**src/rtl/rtc_emu_pkg.sv**
```systemverilog
package rtc_emu_pkg;
  localparam int STW       = 16;
  localparam int FLAG_UF   = 4;
  localparam int FLAG_AF   = 5;
  localparam int FLAG_PF   = 6;
  localparam int FLAG_PEND = 7;
  localparam int CNT_LSB   = 8;

  typedef enum logic [1:0] {S_OFF, S_RUN, S_CATCH} sched_st_e;

  typedef struct packed {
    logic [4:0] hr;
    logic [5:0] mn;
    logic [5:0] sc;
  } tod_t;
endpackage

```
**src/rtl/rtc_emu_sched.sv**
```systemverilog
module rtc_emu_sched
  import rtc_emu_pkg::*;
#(
  parameter int CW     = 32,
  parameter int LOST_W = 8
) (
  input  logic              clk_i,
  input  logic              rst_ni,
  input  logic              arm_i,
  input  logic [CW-1:0]     now_i,
  input  logic [CW-1:0]     delta_i,
  output logic              fire_o,
  output logic [LOST_W-1:0] lost_o
);
  sched_st_e         st_q;
  logic [CW-1:0]     cmp_q;
  logic [CW-1:0]     diff;
  logic [LOST_W-1:0] lost_q;
  logic              fire_q;
  logic              due;

  // due when timestamp is at or past the compare point (wrap-safe)
  assign diff = now_i - cmp_q;
  assign due  = ~diff[CW-1];

  always_ff @(posedge clk_i or negedge rst_ni) begin
    if (!rst_ni) begin
      st_q   <= S_OFF;
      cmp_q  <= '0;
      lost_q <= '0;
      fire_q <= 1'b0;
    end else begin
      fire_q <= 1'b0;
      case (st_q)
        S_OFF: begin
          if (arm_i) begin
            cmp_q <= now_i + delta_i;
            st_q  <= S_RUN;
          end
        end
        S_RUN: begin
          if (!arm_i) st_q <= S_OFF;
          else if (due) begin
            cmp_q  <= cmp_q + delta_i;
            lost_q <= '0;
            st_q   <= S_CATCH;
          end
        end
        S_CATCH: begin
          if (!arm_i) st_q <= S_OFF;
          else if (due) begin
            cmp_q <= cmp_q + delta_i;
            if (lost_q != '1) lost_q <= lost_q + 1'b1;
          end else begin
            fire_q <= 1'b1;
            st_q   <= S_RUN;
          end
        end
        default: st_q <= S_OFF;
      endcase
    end
  end

  assign fire_o = fire_q;
  assign lost_o = lost_q;

  a_r8_fire_single: assert property (@(posedge clk_i) disable iff (!rst_ni)
    fire_o |=> !fire_o);
  a_r2_no_fire_off: assert property (@(posedge clk_i) disable iff (!rst_ni)
    !arm_i |=> !fire_o);
  a_r2_disarm: assert property (@(posedge clk_i) disable iff (!rst_ni)
    !arm_i |=> st_q == S_OFF);
endmodule

```
**src/rtl/rtc_emu_detect.sv**
```systemverilog
module rtc_emu_detect
  import rtc_emu_pkg::*;
#(
  parameter int LIM_W  = 7,
  parameter int LOST_W = 8,
  parameter int MISS_W = 16
) (
  input  logic              clk_i,
  input  logic              rst_ni,
  input  logic              fire_i,
  input  logic [LOST_W-1:0] lost_i,
  input  logic              uie_i,
  input  logic              aie_i,
  input  logic              pie_i,
  input  tod_t              tod_i,
  input  tod_t              alm_i,
  input  logic [LIM_W-1:0]  limit_i,
  output logic              irq_o,
  output logic [STW-1:0]    status_o,
  output logic [MISS_W-1:0] missed_o
);
  localparam int SUM_W = ((LIM_W > LOST_W) ? LIM_W : LOST_W) + 2;

  logic [5:0]        prev_q;
  logic              prev_v_q;
  logic [LIM_W-1:0]  pcnt_q;
  logic [MISS_W-1:0] missed_q;
  logic              irq_q;
  logic [STW-1:0]    status_q;

  logic              upd, alm, per;
  logic [SUM_W-1:0]  psum;
  logic [MISS_W:0]   msum;
  logic [STW-1:0]    word;

  always_comb begin
    upd  = uie_i && prev_v_q && (tod_i.sc != prev_q);
    alm  = aie_i && (tod_i == alm_i);
    psum = SUM_W'(pcnt_q) + SUM_W'(lost_i) + SUM_W'(1);
    per  = pie_i && (psum >= SUM_W'(limit_i));
    msum = {1'b0, missed_q} + (MISS_W+1)'(lost_i);
    word = '0;
    word[FLAG_UF]   = upd;
    word[FLAG_AF]   = alm;
    word[FLAG_PF]   = per;
    word[FLAG_PEND] = 1'b1;
    word[STW-1:CNT_LSB] = (STW-CNT_LSB)'(1);
  end

  always_ff @(posedge clk_i or negedge rst_ni) begin
    if (!rst_ni) begin
      prev_q   <= '0;
      prev_v_q <= 1'b0;
      pcnt_q   <= '0;
      missed_q <= '0;
      irq_q    <= 1'b0;
      status_q <= '0;
    end else begin
      irq_q    <= 1'b0;
      status_q <= '0;
      // disabled update source forgets its seconds so re-enable only records
      if (!uie_i) prev_v_q <= 1'b0;
      if (!pie_i) pcnt_q <= '0;
      if (fire_i) begin
        missed_q <= msum[MISS_W] ? '1 : msum[MISS_W-1:0];
        if (uie_i) begin
          prev_q   <= tod_i.sc;
          prev_v_q <= 1'b1;
        end
        if (pie_i) pcnt_q <= per ? '0 : psum[LIM_W-1:0];
        if (upd || alm || per) begin
          irq_q    <= 1'b1;
          status_q <= word;
        end
      end
    end
  end

  assign irq_o    = irq_q;
  assign status_o = status_q;
  assign missed_o = missed_q;

  a_r8_irq_single: assert property (@(posedge clk_i) disable iff (!rst_ni)
    irq_o |=> !irq_o);
  a_r8_irq_after_poll: assert property (@(posedge clk_i) disable iff (!rst_ni)
    irq_o |-> $past(fire_i));
  a_r4_uf_needs_uie: assert property (@(posedge clk_i) disable iff (!rst_ni)
    status_o[FLAG_UF] |-> $past(uie_i));
  a_r9_missed_mono: assert property (@(posedge clk_i) disable iff (!rst_ni)
    fire_i |=> missed_o >= $past(missed_o));
endmodule

```
**src/rtl/rtc_emu.sv**
```systemverilog
module rtc_emu
  import rtc_emu_pkg::*;
#(
  parameter int CW     = 32,
  parameter int LIM_W  = 7,
  parameter int LOST_W = 8,
  parameter int MISS_W = 16
) (
  input  logic              clk_i,
  input  logic              rst_ni,
  input  logic [CW-1:0]     now_i,
  input  logic [CW-1:0]     base_delta_i,
  input  logic [CW-1:0]     fast_delta_i,
  input  logic              uie_i,
  input  logic              aie_i,
  input  logic              pie_i,
  input  logic [5:0]        sec_i,
  input  logic [5:0]        min_i,
  input  logic [4:0]        hr_i,
  input  logic [5:0]        alm_sec_i,
  input  logic [5:0]        alm_min_i,
  input  logic [4:0]        alm_hr_i,
  input  logic [LIM_W-1:0]  limit_i,
  output logic              irq_o,
  output logic [15:0]       status_o,
  output logic [MISS_W-1:0] missed_o
);
  logic              arm;
  logic              fast_sel;
  logic [CW-1:0]     delta;
  logic              fire;
  logic [LOST_W-1:0] lost;
  tod_t              tod, alm;

  assign arm      = uie_i | aie_i | pie_i;
  assign fast_sel = pie_i && (limit_i == '0);
  assign delta    = fast_sel ? fast_delta_i : base_delta_i;
  assign tod      = '{hr: hr_i, mn: min_i, sc: sec_i};
  assign alm      = '{hr: alm_hr_i, mn: alm_min_i, sc: alm_sec_i};

  rtc_emu_sched #(.CW(CW), .LOST_W(LOST_W)) u_sched (
    .clk_i   (clk_i),
    .rst_ni  (rst_ni),
    .arm_i   (arm),
    .now_i   (now_i),
    .delta_i (delta),
    .fire_o  (fire),
    .lost_o  (lost)
  );

  rtc_emu_detect #(.LIM_W(LIM_W), .LOST_W(LOST_W), .MISS_W(MISS_W)) u_detect (
    .clk_i    (clk_i),
    .rst_ni   (rst_ni),
    .fire_i   (fire),
    .lost_i   (lost),
    .uie_i    (uie_i),
    .aie_i    (aie_i),
    .pie_i    (pie_i),
    .tod_i    (tod),
    .alm_i    (alm),
    .limit_i  (limit_i),
    .irq_o    (irq_o),
    .status_o (status_o),
    .missed_o (missed_o)
  );
endmodule

```
**config.mk**
```make
export PLATFORM = sky130hd
export DESIGN_NAME = rtc_emu
export DESIGN_NICKNAME = d
export VERILOG_FILES = /design/src/rtl/rtc_emu_pkg.sv /design/src/rtl/rtc_emu_sched.sv /design/src/rtl/rtc_emu_detect.sv /design/src/rtl/rtc_emu.sv
export SDC_FILE = /design/constraint.sdc
export NUM_CORES = 1
export LEC_CHECK = 0
export BUFFER_PORTS_ARGS = -buffer_cell sky130_fd_sc_hd__clkbuf_2
export CAP_MARGIN = 40
export CORE_ASPECT_RATIO = 1.1
export CORE_MARGIN = 4
export CORE_UTILIZATION = 45
export CTS_CLUSTER_DIAMETER = 100
export DETAILED_ROUTE_END_ITERATION = 8
export PLACE_DENSITY = 0.68
export SYNTH_ARGS = -nofsm -noshare
export SYNTH_HDL_FRONTEND = slang
export SYNTH_SLANG_ARGS = --single-unit
```
**constraint.sdc**
```tcl
create_clock -name clk_i -period 11.8 [get_ports clk_i]
set_input_delay 1.77 -clock clk_i [delete_from_list [all_inputs] [get_ports clk_i]]
set_output_delay 1.77 -clock clk_i [all_outputs]
set_load 0.005 [all_outputs]
```
==> summary.md, run 1 <==
Once layout is done, the placed cells without fillers occupy 9080 µm². The total of warnings raised by yosys is 0, and the worst setup slack after placement is 6.32 ns. Relative to the synthesized area, the layout overhead comes to 16.2%. The endpoint required time on the critical path was 12.01 ns; the average wire per standard cell was 15.2 µm. The run gives 1248 as the net count of the finished layout. Across the VDD grid, the largest voltage drop is 0.155 mV. The net switching share of the total power was 0.457; the total number of H-tree levels was 3. The combined global-route utilization of all metal layers was 0.198.

The first global-routing pass estimated 31800 µm of wire. In this run the clock root is driven by a sky130_fd_sc_hd__clkbuf_16. Most common library cell in the layout ignoring fill and taps: sky130_fd_sc_hd__clkbuf_2. The tool flagged a number of max-cap violations equal to 0. Setup repair after global routing left no endpoint under its margin. The core region is 17000 µm².

In this run the vertical extent of the chip is 146 µm. The analysis attributes to net switching a power of 1.03 mW. The fraction of final layout cells with drive strength greater than 1 is 0.274, and the tightest slew margin relative to the limit is 0.459. For the later-pin clock latency in the skew report, the log shows 0.35 ns. The largest total area in the synthesized netlist belongs to sky130_fd_sc_hd__dfrtp_1. The sequential cell area was 1930 µm².

The critical path data arrival time is 5.29 ns, and the worst hold slack after final layout is 0.486 ns. The part of the power in the clock network came out at 0.120. The tools report the global-route congestion overflow total as 0.

The effective utilization at floorplan is 0.459, and the post-synthesis sequential area ratio is 0.247. The initial antenna violation count came out at 0. The die is 134 µm wide. Final count of hold timing violations: 0. Once the clock tree was built, the setup fixing pass inserted 0 buffers. At the pin with the least slew margin, the transition time is 0.812 ns. The total clock sinks came out at 77. Input and output buffers added on the ports amount to 163. Count of mapped cells out of synthesis: 862.

Among all flip-flop cells after synthesis, the most frequent one is sky130_fd_sc_hd__dfrtp_1. The synthesized netlist occupies a cell area of 7810 µm². The run gives 175 as the count of boundary I/O pins. The floorplan step defined a die boundary enclosing 19500 µm². Entering global routing, the biggest net connects 44 pins. Post-placement cell area: 8800 µm². The highest attainable clock frequency was 0.197 GHz. Startpoint-to-endpoint class of the critical path: input port to register.

The worst hold path belongs to the class register to register. Ranked by total cell area, the synthesized netlist is headed by sky130_fd_sc_hd__dfrtp_1 (25%), sky130_fd_sc_hd__ha_1 (14%), sky130_fd_sc_hd__mux2_2 (10%). The number of clock buffers added by TritonCTS is 9.

The logs give 0.838 for the final weighted congestion in routability-driven placement and 196 for the number of DRC markers after the initial detailed-route iteration. Summed over all cells, the static leakage comes to 4.61 nW. The HPWL after detailed placement is 15100 µm. Area share of the largest cell type after synthesis: 0.247.

The run finished with clean final reports. The async set-or-reset flop fraction in the synthesized netlist was 1.00. The CTS clock-pin slew for the worst setup and hold paths was 0.07 ns.

For the setup-violating endpoint count in the final report, the log shows 0. The area of the multi-input gates is 5470 µm², and the average instance area after synthesis is 9.07 µm². The count of hold buffers inserted by post-cts repair was 0; the total number of vias was 6752.

The number of gates resized after CTS was 0. The type of element launching the critical path was an input port. In this run the deepest clock path goes through 2 buffers. The number of distinct library cells after synthesis is 71, and the post-route setup TNS is 0 ns. The post-route DRC violation count is 0.

The run gives 0 as the count of final max-slew check failures. The repair_antennas step left the layout with diodes totalling 0. The count of nets left with antenna violations after detail routing came out at 0. STA classifies the critical path endpoint as a register. Counting I/O delays and the setup requirement, the final critical path takes 5.09 ns. The portion of the clock cycle consumed by the worst path in the final layout is 0.431, and the total power per unit cell area is 249 nW/µm². The post-layout total power was 2.26 mW; the total internal power was 1.23 mW. The layout has 1634 filler cells.

Setup slack on the critical path of the routed design comes to 6.71 ns. The count of cells in the finished layout, fillers not included, comes to 1253. The first-pass detailed-route iteration total was 5; the fraction of power consumed by sequential logic was 0.194. The number of placed instances with taps included came out at 1237.

The run gives 0.687 as the relative contribution of combinational cells to total power. The run gives 0.00868 ns as the clock skew. Along the worst path, the maximum fanout reaches 32.

In the routed layout, each cell is associated on average with a via count of 5.39. The number of synthesized register bits is 77. The top cell types in the final layout, fill and taps aside, are sky130_fd_sc_hd__clkbuf_2 (162), sky130_fd_sc_hd__ha_1 (89), sky130_fd_sc_hd__dfrtp_1 (77). TritonCTS built the clock tree. The core occupancy in the finished layout was 0.534. The total wire length after detailed routing is 19000 µm. The floorplan has 50 rows. For the via count of the first global-routing pass, the log shows 6937. The number of synthesized flops with an enable pin came out at 0.
-- area by class of cell --
class | instances | share of cell area
clock buffer | 9 | 0.0248
clock inverter | 7 | 0.00634
inverter | 69 | 0.0285
multi-input combinational | 689 | 0.602
sequential | 77 | 0.212
tap | 234 | 0.0322
timing repair buffer | 168 | 0.0942
-- logic make-up after synthesis --
| logic type | Yosys count | share of synthesized area |
|---|---|---|
| xor gates and xnor gates | 67 | 0.0751 |
| buffers and inverters | 106 | 0.0588 |
| AOI/OAI and AO/OA | 205 | 0.179 |
| and+or+nand+nor | 204 | 0.136 |
| muxes | 110 | 0.153 |
| DFF | 77 | 0.247 |
| adders and majority gates | 92 | 0.150 |
| other | 1 | 0.000480 |
-- power groups by stage --
| stage | sequential [mW] | combinational, mW | clock, mW |
|---|---|---|---|
| after floorplan | 0.422 | 1.25 | 0 |
| after global placement | 0.436 | 1.52 | 0 |
| after detailed placement | 0.441 | 1.55 | 0 |
| after CTS | 0.436 | 1.56 | 0.277 |
| after global routing | 0.450 | 1.75 | 0.289 |
| final | 0.437 | 1.55 | 0.270 |
-- layer usage --
metal	GRT usage	up-vias	wire (µm)
met5	0	-	0
met4	0.0602	0	430
met3	0.0358	29	648
met2	0.352	142	9430
met1	0.243	3146	8470
li1	-	3435	-
-- worst max-delay path: stages --
cell and delay, ns:
sky130_fd_sc_hd__clkbuf_2 0.20, sky130_fd_sc_hd__nand4_1 0.15, sky130_fd_sc_hd__buf_4 0.43, sky130_fd_sc_hd__mux2_2 0.39, sky130_fd_sc_hd__ha_1 0.36, sky130_fd_sc_hd__o21ai_0 0.12, sky130_fd_sc_hd__or3b_2 0.48, sky130_fd_sc_hd__a2111o_1 0.46
sky130_fd_sc_hd__a31oi_1 0.29, sky130_fd_sc_hd__o21ai_1 0.18, sky130_fd_sc_hd__a21oi_1 0.20, sky130_fd_sc_hd__xnor2_1 0.14, sky130_fd_sc_hd__mux2i_1 0.09
-- registers in the layout (all words and copies together) (netlist names), 2 cells and up --
name,count
u_detect.pcnt_q,7
u_sched.st_q,2
u_detect.status_o,4
u_detect.prev_q,6
u_detect.missed_o,16
u_sched.cmp_q,32
u_sched.lost_o,8
-- Yosys cell counts (6+ instances only) --
master	number
sky130_fd_sc_hd__ha_1	89
sky130_fd_sc_hd__dfrtp_1	77
sky130_fd_sc_hd__mux2_2	71
sky130_fd_sc_hd__inv_1	67
sky130_fd_sc_hd__a21oi_1	55
sky130_fd_sc_hd__nor2_1	52
sky130_fd_sc_hd__nand2_1	41
sky130_fd_sc_hd__xnor2_1	36
sky130_fd_sc_hd__mux2i_1	34
sky130_fd_sc_hd__xor2_1	31
sky130_fd_sc_hd__o21ai_0	26
sky130_fd_sc_hd__a21o_1	24
sky130_fd_sc_hd__nand3_1	18
sky130_fd_sc_hd__clkbuf_1	17
sky130_fd_sc_hd__buf_4	16
sky130_fd_sc_hd__a31oi_1	15
sky130_fd_sc_hd__and3_1	14
sky130_fd_sc_hd__nand4_1	12
sky130_fd_sc_hd__o21a_1	11
sky130_fd_sc_hd__nor3_1	10
sky130_fd_sc_hd__and2_1	9
sky130_fd_sc_hd__nand2b_1	8
sky130_fd_sc_hd__nor4_1	8
sky130_fd_sc_hd__or3_1	8
sky130_fd_sc_hd__a211oi_1	6
sky130_fd_sc_hd__o211ai_1	6
sky130_fd_sc_hd__o21bai_1	6
-- worst paths after layout --
check | slack [ns] | cells after the start | start | end
worst min register to register | 0.49 | 1 | u_detect.prev_v_q | u_detect.prev_v_q
min in group asynchronous | 1.38 | 1 | rst_ni | u_detect.missed_o[13]
worst min-delay path | 0.49 | 1 | u_detect.prev_v_q | u_detect.prev_v_q
worst max register to register | 7.74 | 13 | u_sched.st_q[0] | u_sched.cmp_q[28]
max in group asynchronous | 9.46 | 2 | rst_ni | u_sched.cmp_q[0]
worst max-delay path | 6.71 | 13 | pie_i | u_sched.cmp_q[28]
Note: power is estimated with default switching activity, not from simulation.
==> run 2, diff against run 1 <==
--- a/config.mk
+++ b/config.mk
@@ -12,7 +12,7 @@
 export CORE_UTILIZATION = 45
 export CTS_CLUSTER_DIAMETER = 100
 export DETAILED_ROUTE_END_ITERATION = 8
-export PLACE_DENSITY = 0.68
+export PLACE_DENSITY = 0.71
 export SYNTH_ARGS = -nofsm -noshare
 export SYNTH_HDL_FRONTEND = slang
 export SYNTH_SLANG_ARGS = --single-unit
==> constraint.sdc (replaced) <==
create_clock -name clk_i -period 4.2 [get_ports clk_i]
set_input_delay 0.63 -clock clk_i [delete_from_list [all_inputs] [get_ports clk_i]]
set_output_delay 0.63 -clock clk_i [all_outputs]
set_load 0.005 [all_outputs]
==> run 2 against run 1 <==
Effect of this change:
- clock-buffer cell count rose by 1
- worst setup slack lost 6.4 ns
- power grew to 2.9 times the previous value
- clock power rose to 2.7 times the previous value
- sequential cell count unchanged
- sequential power rose to 2.8 times the previous value
- cell count up 1.8%
- sequential share of layout area down 0.48 points
- combinational power grew to 3.0 times the previous value
- wire length increased by 2.3%
- critical endpoint is now u_detect.pcnt_q[3]
- largest power group unchanged
==> summary.md, run 2 (synthesized netlist as in run 1, its figures left out) <==
The post-detailed-placement half-perimeter wirelength was 15700 µm (was 15100 µm). Cell-by-cell listing of the critical path: ha_1, fa_1, a21o_1, a21o_1, xor2_1, and4_2, nand2_1, xor2_1, ha_1, a21oi_1, o21ai_0, nor4_2, a211oi_4, nor4b_2 (was clkbuf_2, nand4_1, buf_4, mux2_2, ha_1, o21ai_0, or3b_2, a2111o_1, a31oi_1, o21ai_1, a21oi_1, xnor2_1, mux2i_1). The tools report the sequential cell area as 1930 µm² (unchanged). Highest-count cells in the layout ignoring fill and taps: sky130_fd_sc_hd__clkbuf_2 (162), sky130_fd_sc_hd__ha_1 (88), sky130_fd_sc_hd__dfrtp_1 (77) (was sky130_fd_sc_hd__clkbuf_2 (162), sky130_fd_sc_hd__ha_1 (89), sky130_fd_sc_hd__dfrtp_1 (77)). The run gives 0.459 (unchanged) as the effective utilization at floorplan.

The worst setup slack after placement was 0.0143 ns (was 6.32 ns). The tools report the first element of the critical path as u_sched.lost_o[0] (was pie_i). The capturing element of the worst setup path is u_detect.pcnt_q[3] (was u_sched.cmp_q[28]). For the global-route congestion overflow total, the log shows 0 (unchanged). The area of the multi-input gates came out at 5480 µm² (was 5470 µm²).

The global-route track usage on met2 came out at 0.357 (was 0.352). The run gives 0.0324 (was 0.0358) as the met3 layer usage reported by global route. The area of the core was 17000 µm² (unchanged).

The vertical die dimension was 146 µm (unchanged); the average wire per standard cell was 15.2 µm (about the same). For the die area, the log shows 19500 µm² (unchanged). The net switching share of the total power was 0.447 (was 0.457). The switching component of the power is 2.96 mW (was 1.03 mW), and the post-detailed-route via-to-cell ratio is 5.43 (was 5.39). The tools report the number of core rows as 50 (unchanged). The final weighted congestion in routability-driven placement is 0.905 (was 0.838), and the horizontal die dimension is 134 µm (unchanged). Total number of H-tree levels: 3 (unchanged). Register containing the most flip-flops in the final layout: u_sched.cmp_q (unchanged).

The net count of the finished layout was 1271 (was 1248); the clock skew was 0.0153 ns (was 0.00868 ns). The cell with the biggest individual delay on the critical path is sky130_fd_sc_hd__dfrtp_1 (was sky130_fd_sc_hd__or3b_2). The total number of vias came out at 6928 (was 6752). The portion of the clock cycle consumed by the worst path in the final layout is 0.924. The startpoint-to-endpoint class of the critical path is register to register (was input port to register). Worst-case vdd ir drop: 0.371 mV (was 0.155 mV). The maximum fanout count along the critical path works out to 9 (was 32). The count of inserted antenna diode cells was 0 (unchanged). The highest-utilization routing layer at the global route stage was met2 (unchanged). Worst setup slack after layout: 0.320 ns (was 6.71 ns).

The met1 routing resource usage after global routing was 0.249 (was 0.243); the number of placed instances with taps included was 1260 (was 1237). The run gives 0 (unchanged) as the total setup buffers inserted after CTS. Fraction of power consumed by sequential logic: 0.186 (was 0.194).

The run gives 0 (unchanged) as the max-cap violation count. Worst min-delay path class: input port to async pin (was register to register). The logs give 2 (unchanged) for the clock tree buffer depth and 4.73 nW (was 4.61 nW) for the static power due to leakage.

The via count of the first global-routing pass was 6999 (was 6937). The most common library cell in the layout ignoring fill and taps was sky130_fd_sc_hd__clkbuf_2 (unchanged). The part of the power in the clock network is 0.111 (was 0.120), and the critical path data arrival time is 4.12 ns (was 5.29 ns).

The endpoint required time on the critical path was 4.44 ns (was 12.01 ns); the worst-case register-to-register setup slack was 0.32 ns (was 7.74 ns). For the initial antenna violation count, the log shows 0 (unchanged). TritonCTS built the clock tree. The number of DRC markers after the initial detailed-route iteration was 309 (was 196); the total power per unit cell area was 712 nW/µm² (was 249 nW/µm²). The first-pass detailed-route iteration total was 4 (was 5). The flow ran to the end, and the final reports show no timing, DRC or antenna violations. The CTS clock-pin slew for the worst setup and hold paths was 0.06 ns (was 0.07 ns).

The total wire length after detailed routing was 19400 µm (was 19000 µm); the slew at the pin with the worst max-slew slack was 0.778 ns (was 0.812 ns). The combined global-route utilization of all metal layers is 0.202 (was 0.198). The number of filler instances in the final layout came out at 1602 (was 1634). Post-layout minimum cycle time: 3.88 ns.

The run gives 32800 µm (was 31800 µm) as the first-pass GRT wire length. The count of nets left with antenna violations after detail routing was 0 (unchanged); the flip-flop count of the largest register after layout was 32 (unchanged). The logs give 77 (unchanged) for the total clock sinks and 0 (unchanged) for the post-route DRC violation count. The tightest slew margin relative to the limit was 0.481 (was 0.459); the count of boundary I/O pins was 175 (unchanged). The run gives 0 (unchanged) as the final count of hold timing violations. The relative contribution of combinational cells to total power came out at 0.703 (was 0.687). Logic depth of the worst register-to-register path: 14 (was 13). Timing would allow up to 0.258 GHz. The type of element launching the critical path was a register (was an input port). Startpoint of the worst register-to-register path: u_sched.lost_o[0] (was u_sched.st_q[0]). The later-pin clock latency in the skew report was 0.35 ns (about the same); the count of input and output buffers was 163 (unchanged). The tools report the setup-violating endpoint count in the final report as 0 (unchanged).

Critical path capture point type: a register (unchanged). The tools report the number of cells upsized or downsized after cts as 0 (unchanged). The count of final max-slew check failures is 0 (unchanged), and the area growth from synthesis to layout is 18.9% (was 16.2%). Count of non-filler cells in the finished layout: 1275 (was 1253). Critical register-to-register path endpoint: u_detect.pcnt_q[3] (was u_sched.cmp_q[28]).

Setup repair after global routing could not meet its margin everywhere. Number of clock buffers inserted by TritonCTS: 9 (unchanged). The total internal power was 3.66 mW (was 1.23 mW). The biggest cell delay along the critical path works out to 0.45 ns (was 0.48 ns). The count of hold buffers inserted by post-cts repair came out at 0 (unchanged). The fraction of final layout cells with drive strength greater than 1 works out to 0.290 (was 0.274). The maximum number of pins on one net before global-route repair was 56 (was 44). The clock tree root driver cell was sky130_fd_sc_hd__clkbuf_16 (unchanged).
==> run 2: changes by cell type in the layout (fill, tap and decap cells not counted), sizes merged <==
cell | before | now
clkbuf | 171 | 172
inv | 70 | 68
buf | 6 | 29
==> run 2: how the worst min path moves through the flow <==
stage / cells past startpoint / slack (ns) / from / endpoint
after detailed placement: 1 / 0.47 / u_detect.prev_v_q / u_detect.prev_v_q
after CTS: 1 / 0.20 / rst_ni / u_sched.cmp_q[13]
after global placement: 1 / 0.46 / u_detect.prev_v_q / u_detect.prev_v_q
after floorplan: 0 / 0.33 / rst_ni / u_detect.missed_o[0]
final: 1 / 0.19 / rst_ni / u_sched.cmp_q[23]
after global routing: 1 / 0.21 / rst_ni / u_sched.cmp_q[23]
==> run 2: per-layer routing <==
| metal | vias to the layer above | share of wire |
|---|---|---|
| li1 | 3468 | - |
| met2 | 176 | 0.51 |
| met4 | 0 | 0.023 |
| met3 | 34 | 0.048 |
| met1 | 3250 | 0.42 |
| met5 | - | 0 |
==> run 2: cell type report <==
cell class / instances / area share
Clock inverter: 5 / 0.00404
Clock buffer: 10 / 0.0246
Tap cell: 234 / 0.0315
Multi-Input combinational cell: 689 / 0.589
Timing Repair Buffer: 191 / 0.116
Inverter: 69 / 0.0279
Sequential cell: 77 / 0.207
==> run 2: power groups by stage <==
stage                     registers (mW)  clock network [mW]  logic (mW)
final                               1.23               0.732        4.65
after global routing                1.28               0.788        5.23
after CTS                           1.23               0.757        4.67
after detailed placement            1.25                   0        4.64
after global placement              1.23                   0        4.53
after floorplan                     1.19                   0        3.51
==> run 2: critical path: cells and delay by family, from the launching register on <==
| kind | cells | cell delay (ns) |
|---|---|---|
| AO/OA/AOI/OAI | 5 | 0.97 |
| XOR/XNOR | 2 | 0.50 |
| adder cells (fa/ha/maj) | 3 | 0.94 |
| AND/OR/NAND/NOR | 4 | 0.92 |
| flip-flops | 1 | 0.45 |
==> run 2: stage by stage <==
stage	util	instance area [µm²]	setup TNS [ns]	total power [mW]	hold slack, ns
floorplan	-	7850	0	4.70	0.334
global placement	0.528	8990	0	5.76	0.463
detailed placement	0.530	9020	0	5.88	0.471
CTS	0.546	9290	0	6.66	0.198
global route	0.546	9290	-0.00350	7.30	0.207
finish	0.546	9290	0	6.62	0.191
==> run 3, diff against run 2 <==
--- a/config.mk
+++ b/config.mk
@@ -13,6 +13,7 @@
 export CTS_CLUSTER_DIAMETER = 100
 export DETAILED_ROUTE_END_ITERATION = 8
 export PLACE_DENSITY = 0.71
+export REMOVE_ABC_BUFFERS = 1
 export SYNTH_ARGS = -nofsm -noshare
 export SYNTH_HDL_FRONTEND = slang
 export SYNTH_SLANG_ARGS = --single-unit
==> run 3 against run 2 <==
Effect of this change:
- final area increased by 0.74%
- sequential share of layout area decreased by 0.15 points
- non-clock buffer count rose by 1
- via count decreased by 1.7%
- power up 2.0%
- register-to-register slack got worse by 0.04 ns
- hold slack improved by 0.17 ns
==> summary.md, run 3 (synthesized netlist as in run 1, its figures left out) <==
The tools report the count of inserted antenna diode cells as 0 (unchanged). The tools report the combined global-route utilization of all metal layers as 0.196 (was 0.202). The horizontal die dimension works out to 134 µm (unchanged). The total power per unit cell area was 721 nW/µm² (was 712 nW/µm²). The static power due to leakage is 4.77 nW (was 4.73 nW).

The global-route track usage on met2 is 0.363 (was 0.357), and the count of input and output buffers is 163 (unchanged). The fraction of power consumed by sequential logic is 0.182 (was 0.186). The worst setup slack after placement was 0.108 ns (was 0.0143 ns); the global-route congestion overflow total was 0 (unchanged). For the effective utilization at floorplan, the log shows 0.459 (unchanged).

The first-pass GRT wire length was 32000 µm (was 32800 µm). The run gives 1272 (was 1271) as the net count of the finished layout. The worst hold slack after final layout is 0.359 ns (was 0.191 ns), and the setup-violating endpoint count in the final report is 0 (unchanged). The tools report the clock skew as 0.00937 ns (was 0.0153 ns). Highest-count cells in the layout ignoring fill and taps: sky130_fd_sc_hd__clkbuf_2 (162), sky130_fd_sc_hd__ha_1 (89), sky130_fd_sc_hd__dfrtp_1 (77) (was sky130_fd_sc_hd__clkbuf_2 (162), sky130_fd_sc_hd__ha_1 (88), sky130_fd_sc_hd__dfrtp_1 (77)).

The run gives 0 (unchanged) as the count of nets left with antenna violations after detail routing. The met1 routing resource usage after global routing is 0.240 (was 0.249), and the core occupancy in the finished layout is 0.550 (was 0.546). The count of boundary I/O pins was 175 (unchanged).

Count of final max-slew check failures: 0 (unchanged). The count of hold buffers inserted by post-cts repair was 0 (unchanged); the number of DRC markers after the initial detailed-route iteration was 237 (was 309). The post-layout minimum cycle time is 3.92 ns (was 3.88 ns).

The critical path capture point type is a register (unchanged). Highest-utilization routing layer at the global route stage: met2 (unchanged). The clock tree buffer depth was 2 (unchanged); the endpoint required time on the critical path was 4.44 ns (about the same).

For the total setup buffers inserted after CTS, the log shows 0 (unchanged). The number of cells upsized or downsized after cts was 0 (unchanged). Later-pin clock latency in the skew report: 0.34 ns (was 0.35 ns). Relative contribution of combinational cells to total power: 0.682 (was 0.703).

Vertical die dimension: 146 µm (unchanged). Final count of hold timing violations: 0 (unchanged). Setup repair after global routing left no endpoint under its margin. Worst-case vdd ir drop: 0.405 mV (was 0.371 mV). The average wire per standard cell is 15.0 µm (was 15.2 µm). Initial antenna violation count: 0 (unchanged). Register containing the most flip-flops in the final layout: u_sched.cmp_q (unchanged).

Number of filler instances in the final layout: 1587 (was 1602). TritonCTS built the clock tree. The run gives 77 (unchanged) as the total clock sinks.

The maximum number of pins on one net before global-route repair is 59 (was 56). The tools report the max-cap violation count as 0 (unchanged). The tools report the worst setup slack after layout as 0.275 ns (was 0.320 ns). The run gives 0 (unchanged) as the post-route DRC violation count. The total number of vias was 6813 (was 6928); the count of non-filler cells in the finished layout was 1276 (was 1275). Most common library cell in the layout ignoring fill and taps: sky130_fd_sc_hd__clkbuf_2 (unchanged).

The post-detailed-placement half-perimeter wirelength was 15100 µm (was 15700 µm). The final weighted congestion in routability-driven placement is 0.862 (was 0.905), and the total wire length after detailed routing is 19100 µm (was 19400 µm). The tightest slew margin relative to the limit is 0.467 (was 0.481). The type of element launching the critical path was a register (unchanged). The tools report the switching component of the power as 2.94 mW (was 2.96 mW). The run finished with clean final reports. The area of the core is 17000 µm² (unchanged), and the post-detailed-route via-to-cell ratio is 5.34 (was 5.43).

For the total number of H-tree levels, the log shows 3 (unchanged). The highest attainable clock frequency is 0.255 GHz (was 0.258 GHz), and the maximum fanout count along the critical path is 9 (unchanged). The slew at the pin with the worst max-slew slack came out at 0.800 ns (was 0.778 ns). The fraction of final layout cells with drive strength greater than 1 was 0.291 (was 0.290).

The flip-flop count of the largest register after layout was 32 (unchanged); the portion of the clock cycle consumed by the worst path in the final layout was 0.934 (was 0.924). The tools report the clock tree root driver cell as sky130_fd_sc_hd__clkbuf_16 (unchanged). Area growth from synthesis to layout: 19.8% (was 18.9%). The net switching share of the total power is 0.436 (was 0.447), and the first-pass detailed-route iteration total is 4 (unchanged).

Number of clock buffers inserted by TritonCTS: 9 (unchanged). The number of core rows came out at 50 (unchanged). The die area was 19500 µm² (unchanged).

Number of placed instances with taps included: 1261 (was 1260). The part of the power in the clock network is 0.136 (was 0.111), and the total internal power is 3.81 mW (was 3.66 mW). The tools report the critical path data arrival time as 4.17 ns (was 4.12 ns).

The startpoint-to-endpoint class of the critical path is register to register (unchanged). The met3 layer usage reported by global route was 0.0238 (was 0.0324); the post-layout total power was 6.75 mW (was 6.62 mW). The CTS clock-pin slew for the worst setup and hold paths is 0.06 ns (about the same), and the via count of the first global-routing pass is 6832 (was 6999).

Worst min-delay path class: input port to async pin (unchanged).
==> run 3: power by group through the flow <==
stage / Combinational (mW) / Sequential, mW / Clock, mW
floorplan: 3.43 / 1.20 / 0
global placement: 4.52 / 1.23 / 0
detailed placement: 4.60 / 1.24 / 0
CTS: 4.63 / 1.23 / 0.934
global route: 5.17 / 1.27 / 0.969
finish: 4.60 / 1.23 / 0.917
==> run 3: area by class of cell <==
type | instances | area (µm²) | share of cell area
Sequential cell | 77 | 1930 | 0.206
Inverter | 69 | 259 | 0.0277
Clock buffer | 9 | 225 | 0.0241
Tap cell | 234 | 293 | 0.0313
Multi-Input combinational cell | 689 | 5470 | 0.585
Clock inverter | 6 | 113 | 0.0120
Timing Repair Buffer | 192 | 1070 | 0.115
==> run 3: worst max-delay path: stages (launching register included) <==
cell	delay (ns)
sky130_fd_sc_hd__dfrtp_1	0.44
sky130_fd_sc_hd__ha_1	0.25
sky130_fd_sc_hd__fa_1	0.40
sky130_fd_sc_hd__a21o_1	0.17
sky130_fd_sc_hd__a21o_1	0.21
sky130_fd_sc_hd__a2111o_1	0.42
sky130_fd_sc_hd__o211ai_2	0.11
sky130_fd_sc_hd__xor2_1	0.26
sky130_fd_sc_hd__ha_1	0.29
sky130_fd_sc_hd__a21oi_1	0.26
sky130_fd_sc_hd__o21ai_0	0.20
sky130_fd_sc_hd__nor4_2	0.32
sky130_fd_sc_hd__a211oi_4	0.20
sky130_fd_sc_hd__nor4b_2	0.30
==> run 3: worst paths after layout <==
kind                                   start                  to  slack, ns  depth (start not counted)
setup reg to reg           u_sched.lost_o[0]  u_detect.pcnt_q[6]       0.28                         13
hold / removal                        rst_ni   u_sched.cmp_q[10]       0.36                          1
hold reg to reg            u_detect.prev_v_q   u_detect.prev_v_q       0.49                          1
max in group asynchronous             rst_ni  u_detect.prev_q[2]       3.03                          2
min in group clk_i         u_detect.prev_v_q   u_detect.prev_v_q       0.49                          1
setup / recovery           u_sched.lost_o[0]  u_detect.pcnt_q[6]       0.28                         13
==> run 3: metrics by stage <==
step	TNS [ns]	area [µm²]
global route	0	9360
detailed placement	0	9020
global placement	0	9020
floorplan	-3.59	7650
CTS	0	9360
finish	0	9360
==> run 3: metal layers <==
metal | wire, µm | vias to the layer above
met5 | 0 | -
met4 | 304 | 0
met3 | 512 | 25
met2 | 9980 | 111
met1 | 8290 | 3202
li1 | - | 3475
